[config.mk]
export PLATFORM = sky130hd
export DESIGN_NAME = pwr_sense_ctrl
export DESIGN_NICKNAME = d
export VERILOG_FILES = /design/src/rtl/pwrctl_pkg.sv /design/src/rtl/pwrctl_sync.sv /design/src/rtl/pwrctl_hold.sv /design/src/rtl/pwrctl_iso.sv /design/src/rtl/pwrctl_rtc.sv /design/src/rtl/pwr_sense_ctrl.sv
export SDC_FILE = /design/constraint.sdc
export NUM_CORES = 1
export LEC_CHECK = 0
export ABC_CLOCK_PERIOD_IN_PS = 4000
export CAP_MARGIN = 20
export CORE_AREA = 5 5 42 44
export DETAILED_ROUTE_END_ITERATION = 6
export DIE_AREA = 0 0 47 49
export GPL_TIMING_DRIVEN = 0
export PLACE_DENSITY = 0.7
export SYNTH_ARGS = -nofsm -noshare
export SYNTH_HDL_FRONTEND = slang
export SYNTH_SLANG_ARGS = --single-unit
[constraint.sdc]
create_clock -name clk -period 4 [get_ports clk]
set_clock_uncertainty 0.05 [all_clocks]
set_input_delay 1.2 -clock clk [delete_from_list [all_inputs] [get_ports clk]]
set_output_delay 1.2 -clock clk [all_outputs]
set_load 0.1 [all_outputs]
[src/rtl/pwrctl_pkg.sv]
package pwrctl_pkg;
   localparam int unsigned MIN_SYNC_STAGES = 2;
   localparam int unsigned MIN_HOLD_CYC    = 4;

   // width of a counter that must reach the value n
   function automatic int unsigned cnt_width(input int unsigned n);
      return (n < 2) ? 1 : $clog2(n + 1);
   endfunction
endpackage

[src/rtl/pwrctl_sync.sv]
module pwrctl_sync #(
   parameter int unsigned STAGES = 2
) (
   input  logic clk,
   input  logic async_ok,
   output logic sync_ok
);
   import pwrctl_pkg::*;

   if (STAGES < MIN_SYNC_STAGES) begin : g_bad_stages
      $error("pwrctl_sync: STAGES below minimum");
   end

   logic [STAGES-1:0] shreg;

   // asserting edge acts at once, release walks through the chain
   always_ff @(posedge clk or negedge async_ok) begin
      if (!async_ok) shreg <= '0;
      else           shreg <= {shreg[STAGES-2:0], 1'b1};
   end

   assign sync_ok = shreg[STAGES-1];


   sync_release_chk: assert property (@(posedge clk) disable iff (!async_ok)
      $rose(sync_ok) |-> $past(async_ok));
endmodule

[src/rtl/pwrctl_hold.sv]
module pwrctl_hold #(
   parameter int unsigned HOLD_CYC = 4
) (
   input  logic clk,
   input  logic arst_n,
   input  logic start,
   output logic rst_out
);
   import pwrctl_pkg::*;

   localparam int unsigned CW = cnt_width(HOLD_CYC);
   localparam logic [CW-1:0] HOLD_V = CW'(HOLD_CYC);

   if (HOLD_CYC < MIN_HOLD_CYC) begin : g_bad_hold
      $error("pwrctl_hold: HOLD_CYC below minimum");
   end

   logic [CW-1:0] cnt;

   always_ff @(posedge clk or negedge arst_n) begin
      if (!arst_n)            cnt <= '0;
      else if (!start)        cnt <= '0;
      else if (cnt != HOLD_V) cnt <= cnt + 1'b1;
   end

   assign rst_out = (cnt != HOLD_V);


   core_hold_chk: assert property (@(posedge clk) disable iff (!arst_n)
      $fell(rst_out) |-> (start && $past(start) && $past(start, 2) && $past(start, 3)));
endmodule

[src/rtl/pwrctl_iso.sv]
module pwrctl_iso #(
   parameter int unsigned IN_W = 8,
   parameter logic [IN_W-1:0] IN_IDLE = '0
) (
   input  logic            hold,
   input  logic [IN_W-1:0] ext_in,
   output logic [IN_W-1:0] ext_gated,
   output logic            pad_oe,
   output logic            osc_force_low
);
   if (IN_W < 1) begin : g_bad_width
      $error("pwrctl_iso: IN_W must be at least 1");
   end

   // each bit is clamped toward its own idle level
   for (genvar b = 0; b < IN_W; b++) begin : g_bit
      if (IN_IDLE[b]) begin : g_idle_hi
         assign ext_gated[b] = ext_in[b] | hold;
      end else begin : g_idle_lo
         assign ext_gated[b] = ext_in[b] & ~hold;
      end
   end

   assign pad_oe        = ~hold;
   assign osc_force_low = hold;
endmodule

[src/rtl/pwrctl_rtc.sv]
module pwrctl_rtc #(
   parameter int unsigned STAGES = 2
) (
   input  logic clk,
   input  logic sense_in,
   input  logic clr_req,
   input  logic core_rst,
   output logic ctl_rst,
   output logic irq_en,
   output logic inval
);
   logic sense_sync;
   logic clr_ok;

   pwrctl_sync #(.STAGES(STAGES)) u_sense_sync (
      .clk      (clk),
      .async_ok (sense_in),
      .sync_ok  (sense_sync)
   );

   assign ctl_rst = ~sense_sync;
   assign clr_ok  = clr_req & sense_sync & ~core_rst;

   always_ff @(posedge clk or negedge sense_in) begin
      if (!sense_in) irq_en <= 1'b0;
      else           irq_en <= sense_sync;
   end

   always_ff @(posedge clk or negedge sense_in) begin
      if (!sense_in)   inval <= 1'b1;
      else if (clr_ok) inval <= 1'b0;
   end


   irq_gate_chk: assert property (@(posedge clk) disable iff (!sense_in)
      irq_en |-> !ctl_rst);

   inval_clear_chk: assert property (@(posedge clk) disable iff (!sense_in)
      $fell(inval) |-> ($past(clr_req) && !$past(core_rst) && !$past(ctl_rst)));
endmodule

[src/rtl/pwr_sense_ctrl.sv]
module pwr_sense_ctrl #(
   parameter int unsigned SYNC_STAGES = 2,
   parameter int unsigned HOLD_CYC    = 4,
   parameter int unsigned IN_W        = 8,
   parameter logic [IN_W-1:0] IN_IDLE = 8'h0F
) (
   input  logic            clk,
   input  logic            pwr_good_in,
   input  logic            batt_sense_in,
   input  logic [IN_W-1:0] ext_in,
   input  logic            inval_clr,
   output logic [IN_W-1:0] ext_gated,
   output logic            core_rst,
   output logic            pad_oe,
   output logic            osc_force_low,
   output logic            rtc_ctl_rst,
   output logic            rtc_irq_en,
   output logic            rtc_inval
);
   logic pg_sync;

   pwrctl_sync #(.STAGES(SYNC_STAGES)) u_pg_sync (
      .clk      (clk),
      .async_ok (pwr_good_in),
      .sync_ok  (pg_sync)
   );

   pwrctl_hold #(.HOLD_CYC(HOLD_CYC)) u_hold (
      .clk     (clk),
      .arst_n  (pwr_good_in),
      .start   (pg_sync),
      .rst_out (core_rst)
   );

   pwrctl_iso #(.IN_W(IN_W), .IN_IDLE(IN_IDLE)) u_iso (
      .hold          (core_rst),
      .ext_in        (ext_in),
      .ext_gated     (ext_gated),
      .pad_oe        (pad_oe),
      .osc_force_low (osc_force_low)
   );

   pwrctl_rtc #(.STAGES(SYNC_STAGES)) u_rtc (
      .clk      (clk),
      .sense_in (batt_sense_in),
      .clr_req  (inval_clr),
      .core_rst (core_rst),
      .ctl_rst  (rtc_ctl_rst),
      .irq_en   (rtc_irq_en),
      .inval    (rtc_inval)
   );

   always @(posedge clk) begin

      if (!pwr_good_in) pg_low_rst_chk: assert (core_rst);

      if (core_rst) in_gate_chk: assert (ext_gated == IN_IDLE);

      if (core_rst) pad_safe_chk: assert (!pad_oe && osc_force_low);
   end
endmodule

### Word-level counts from Yosys, hierarchy flattened

Index checks and enable logic that the tools add are counted.

| word-level totals | value |
|---|---|
| register bits | 9 |
| input port bits | 12 |
| output and inout bits | 14 |

| operators by class | value |
|---|---|
| add/subtract/negate cells | 1 |
| equal/unequal tests | 2 |
| mux-type cells | 2 |
| bitwise logic cells | 12 |

Operator list:

| kind | number |
|---|---|
| $and 1x1->1 | 6 |
| $mux 3 | 2 |
| $or 1x1->1 | 4 |
| $add 3x1->3 const B | 1 |
| $ne 3x3->1 const B | 1 |
| $ne 2x1->1 const B | 1 |
| $not 1->1 | 2 |

### Longest topological paths before layout

| depth | value |
|---|---|
| depth in word-level cells | 3 |
| depth in mapped cells | 5 |
| mapped depth without buffers | 5 |

### By module

A second synthesis with hierarchy kept.

| unflattened totals | value |
|---|---|
| cells, all modules | 38 |
| area total of the unflattened synthesis | 401.6 um^2 |

By module, submodules not included:

| module | times used | cells an instance | area an instance (um^2) | seq. area each (um^2) |
|---|---|---|---|---|
| pwrctl_hold | 1 | 17 | 165.2 | 75.1 |
| pwrctl_sync | 2 | 3 | 53.8 | 50.0 |
| pwrctl_rtc | 1 | 5 | 67.6 | 51.3 |
| pwrctl_iso | 1 | 10 | 61.3 | 0.0 |

### Least setup slack after synthesis

No wires, ideal clock.

| path | value |
|---|---|
| path kind | input port to output port |
| from | in ext_in[4] |
| to | out ext_gated[4] |
| arrival | 1967 ps |
| data required time | 2750 ps |
| slack | 783 ps |
| stages on the path | 1 |
| path buffers | 0 |
| path through | and3_1 |

| on the way | value |
|---|---|
| cells in the longest elaborated chain, start to end | 1 |

Ends and longest elaborated chain:

| what | line | text |
|---|---|---|
| start: declaration | pwr_sense_ctrl.sv:10 | `input logic [IN_W-1:0] ext_in,` |
| $and 1x1->1 | pwrctl_iso.sv:20 | `assign ext_gated[b] = ext_in[b] & ~hold;` |
| end: declaration | pwr_sense_ctrl.sv:12 | `output logic [IN_W-1:0] ext_gated,` |

Every way passes these cells.

### Final worst setup path

| path | value |
|---|---|
| from | in ext_in[7] |
| to | out ext_gated[7] |

Same word-level chain as after synthesis.

==> results <==
- The core region is ~0.0014 mm².
- The CTS tree is built.
- The top-area cell type share of the netlist area is 0.472.
- At the end of routability-driven placement, the weighted congestion stood at between 0.6 and 0.7.
- The number of antenna diodes in the final layout is 0.
- The worst setup path is of the in2out kind.
- The total DRC errors in the routed layout is 0.
- The boundary pin count is 26.
- The flow ran to the end, and the final reports show no timing, DRC or antenna violations.
- The number of antenna violations at the first check in global routing came to 0.
- The longest clock path from root to sink contains 2 buffers.
- After detailed routing, the average wire length per cell comes to between 10 and 15 µm.
- The highest clock frequency the design can meet is 257 MHz.
- Clock-pin slew was measured on the worst setup and hold paths at roughly 0.06 ns.
- After the last flow step, the layout net total stands at roughly 80.
- The tightest hold margin is 0.299 ns.
- The first-pass GRT wire length is between 1500 and 2000 µm.
- The number of hold violations in the final report is 0.
- After detailed placement, the total cell area comes to 698 µm².
- After synthesis, the share of flip-flops with an asynchronous set or reset is 1.00.
- The deepest level of the CTS H-tree is 1.
- The post-synthesis instance area is about 420 µm².
- The clock period could shrink to 3.89 ns.
- Along the worst path, the maximum fanout reaches 1.
- Summed over all nets, the half-perimeter wirelength after detailed placement is between 800 and 900 µm.
- The clock insertion delay at the later pin of the skew report is 0.26 ns.
- Setup violations remaining at the end of the flow were counted as 0.
- Entering global routing, the biggest net connects 10 pins.
- The signed area change from the synthesized netlist to the final layout is 68.4%.
- During synthesis, Yosys emitted a total of 0 warnings.
- The share of post-route cells with drive strength above 1 is 0.149.
- On the critical path, the stage with the largest delay is an instance of sky130_fd_sc_hd__dlygate4sd2_1.
- The worst pin sits at a relative slew slack of 0.351.
- The proportion of synthesized chip area in sequential cells is 0.534.
- The total overflow left after global routing is 0.
- The worst setup path is captured at a primary output.
- The area of all placed cells without fillers is approximately 710 µm².
- The worst-case vdd ir drop is 0.154 mV.
- In this run, CTS created clock tree buffers numbering 3.
- The max-cap violation count is 0.
- By area the synthesized netlist is led by sky130_fd_sc_hd__dfrtp_1 47%, sky130_fd_sc_hd__nand2b_1 7.4%, sky130_fd_sc_hd__dfstp_2 6.2%, sky130_fd_sc_hd__and3_1 5.9%, sky130_fd_sc_hd__ha_1 5.9%.
- Post-CTS timing repair inserted 0 buffers for setup.
- The number of vias after detailed routing is roughly 350.
- The count of standard-cell rows is 14.
- STA classifies the critical path startpoint as an input pin.
- Synthesis inferred 9 register bits.
- The final number of max-transition violations is 0.
- The first-pass detailed-route iteration total is 4.
- The post-cts resize count is 8.
- The commonest cells after synthesis are 8 x sky130_fd_sc_hd__dfrtp_1, 5 x sky130_fd_sc_hd__inv_1, 5 x sky130_fd_sc_hd__nand2b_1, 4 x sky130_fd_sc_hd__and3_1.
- The total wirelength of the detailed-routed design is around 980 µm.
- The synthesized design contains 0 enable-type register cells.
- The critical path buffer and inverter count is 2.
- The number of clock sinks is 9.
- The number of I/O port buffers is 25.
- In this run the worst hold path is classified as reg2reg.
- The signal on the critical path passes through clkdlybuf4s50_1, and3_1, dlygate4sd2_1.
- The most instantiated library cell after synthesis is sky130_fd_sc_hd__dfrtp_1.
- The maximum cell stage delay along the critical path is ~0.86 ns.
- At the worst endpoint, the required time is between 2 and 3 ns.
- The cell at the root of the clock tree is sky130_fd_sc_hd__clkbuf_4.
- The cell family with the largest share of critical-path delay is buffers and inverters.
- The hold-fix buffer count after cts is 0.
- After detailed routing, the number of vias per cell comes to 4.24.
- The count of nets left with antenna violations after detail routing is 0.
- Data arrives at the worst endpoint at 2.64 ns.
- The final total power is around 0.32 mW.
- The cell type with the highest aggregate area in the netlist is sky130_fd_sc_hd__dfrtp_1.
- Across every metal layer, demand over resource in global routing totals 0.100.
- The starting density of the core is 0.303.
- The via count of the first global-routing pass is roughly 370.
- Setup repair after global routing left no endpoint under its margin.
- After synthesis, the mean cell area works out to ~11 µm².
- For this design the ratio of total power to cell area is ~450 mW/mm².
- After synthesis, the netlist uses 16 different library cells.
- The first routing iteration left 2 violations.
- The chip width is around 47 µm.
- The standby leakage power is between 0.3 and 0.4 nW.
- Setup total negative slack on the finished layout was measured at 0 ns.
- The area of the die is approximately 0.0023 mm².
- For the pin with the worst max-slew slack, the measured transition is just under 1 ns.
- The predominant post-synthesis flop cell is sky130_fd_sc_hd__dfrtp_1.
- The die is ~49 µm tall.
- Dividing the final minimum period by the clock period gives 0.972.
- The number of standard cells after synthesis is 37.
cells in the final DEF (no fill, tap or decap), types with 2 or more instances in the layout:
master                            count
sky130_fd_sc_hd__ha_1                 2
sky130_fd_sc_hd__dlygate4sd2_1        8
sky130_fd_sc_hd__inv_1                5
sky130_fd_sc_hd__o21ai_2              2
sky130_fd_sc_hd__clkdlybuf4s50_1     17
sky130_fd_sc_hd__conb_1               2
sky130_fd_sc_hd__clkbuf_4             3
sky130_fd_sc_hd__dfrtp_1              8
sky130_fd_sc_hd__and3_1               4
sky130_fd_sc_hd__nand2b_1             5
sky130_fd_sc_hd__nand4_1              2
path summary, 6_finish.rpt:
path / from / end / slack (ns) / depth (start not counted)
worst min-delay path: u_pg_sync.shreg[0]$_DFF_PN0_ / u_pg_sync.shreg[1]$_DFF_PN0_ / 0.30 / 0
worst max register to register: u_hold.cnt[0]$_DFFE_PN0P_ / u_hold.cnt[0]$_DFFE_PN0P_ / 2.75 / 5
worst max-delay path: ext_in[7] / ext_gated[7] / 0.11 / 3
min in group asynchronous: batt_sense_in / u_rtc.irq_en$_DFF_PN0_ / 1.09 / 1
worst min register to register: u_pg_sync.shreg[0]$_DFF_PN0_ / u_pg_sync.shreg[1]$_DFF_PN0_ / 0.30 / 0
max in group asynchronous: batt_sense_in / u_rtc.inval$_DFFE_PN1P_ / 2.57 / 1
flip-flops by register name, indices dropped and copies added (netlist names):
register / flops
u_hold.cnt: 3
u_rtc.inval: 1
u_pg_sync.shreg: 2
u_rtc.irq_en: 1
u_rtc.u_sense_sync.shreg: 2
final cells by class:
type	instances	area, µm²
fillers	137	687
inverters	6	27.5
clock buffers	4	26.3
well taps	16	20.0
multi-input cells	22	166
repair buffers	25	240
plain buffers	1	7.51
flip-flops and latches	9	226
routing by layer:
layer | routed length [µm] | up-vias | GRT usage
met5 | 0 | - | 0
met4 | 0 | 0 | 0.0553
met3 | 29 | 0 | 0.0332
met2 | 598 | 4 | 0.154
met1 | 348 | 172 | 0.118
li1 | - | 176 | -
where the power goes:
part | switching, mW | leakage (nW) | total (mW) | internal (mW)
clock network | 0.0315 | 0.0150 | 0.0699 | 0.0384
logic | 0.0978 | 0.220 | 0.136 | 0.0384
registers | 0.00865 | 0.108 | 0.114 | 0.105
total | 0.138 | 0.343 | 0.320 | 0.182
metrics by stage:
stage | std cells | utilization | setup WS (ns)
2_1_floorplan | 38 | - | 0.783
3_3_place_gp | 79 | 0.498 | -0.158
3_5_place_dp | 79 | 0.498 | -0.177
4_1_cts | 83 | 0.510 | 0.108
5_1_grt | 83 | 0.510 | 0.0739
6_report | 83 | 0.510 | 0.112
kinds of logic after synthesis:
logic type                 Yosys count  share of synthesized area
and+or+nand+nor                     13                      0.198
DFF                                  9                      0.534
buffers and inverters                7                     0.0826
AOI/OAI and AO/OA                    5                      0.118
adders and majority gates            2                     0.0590
other                                1                    0.00884
(Power assumes the default switching activity.)
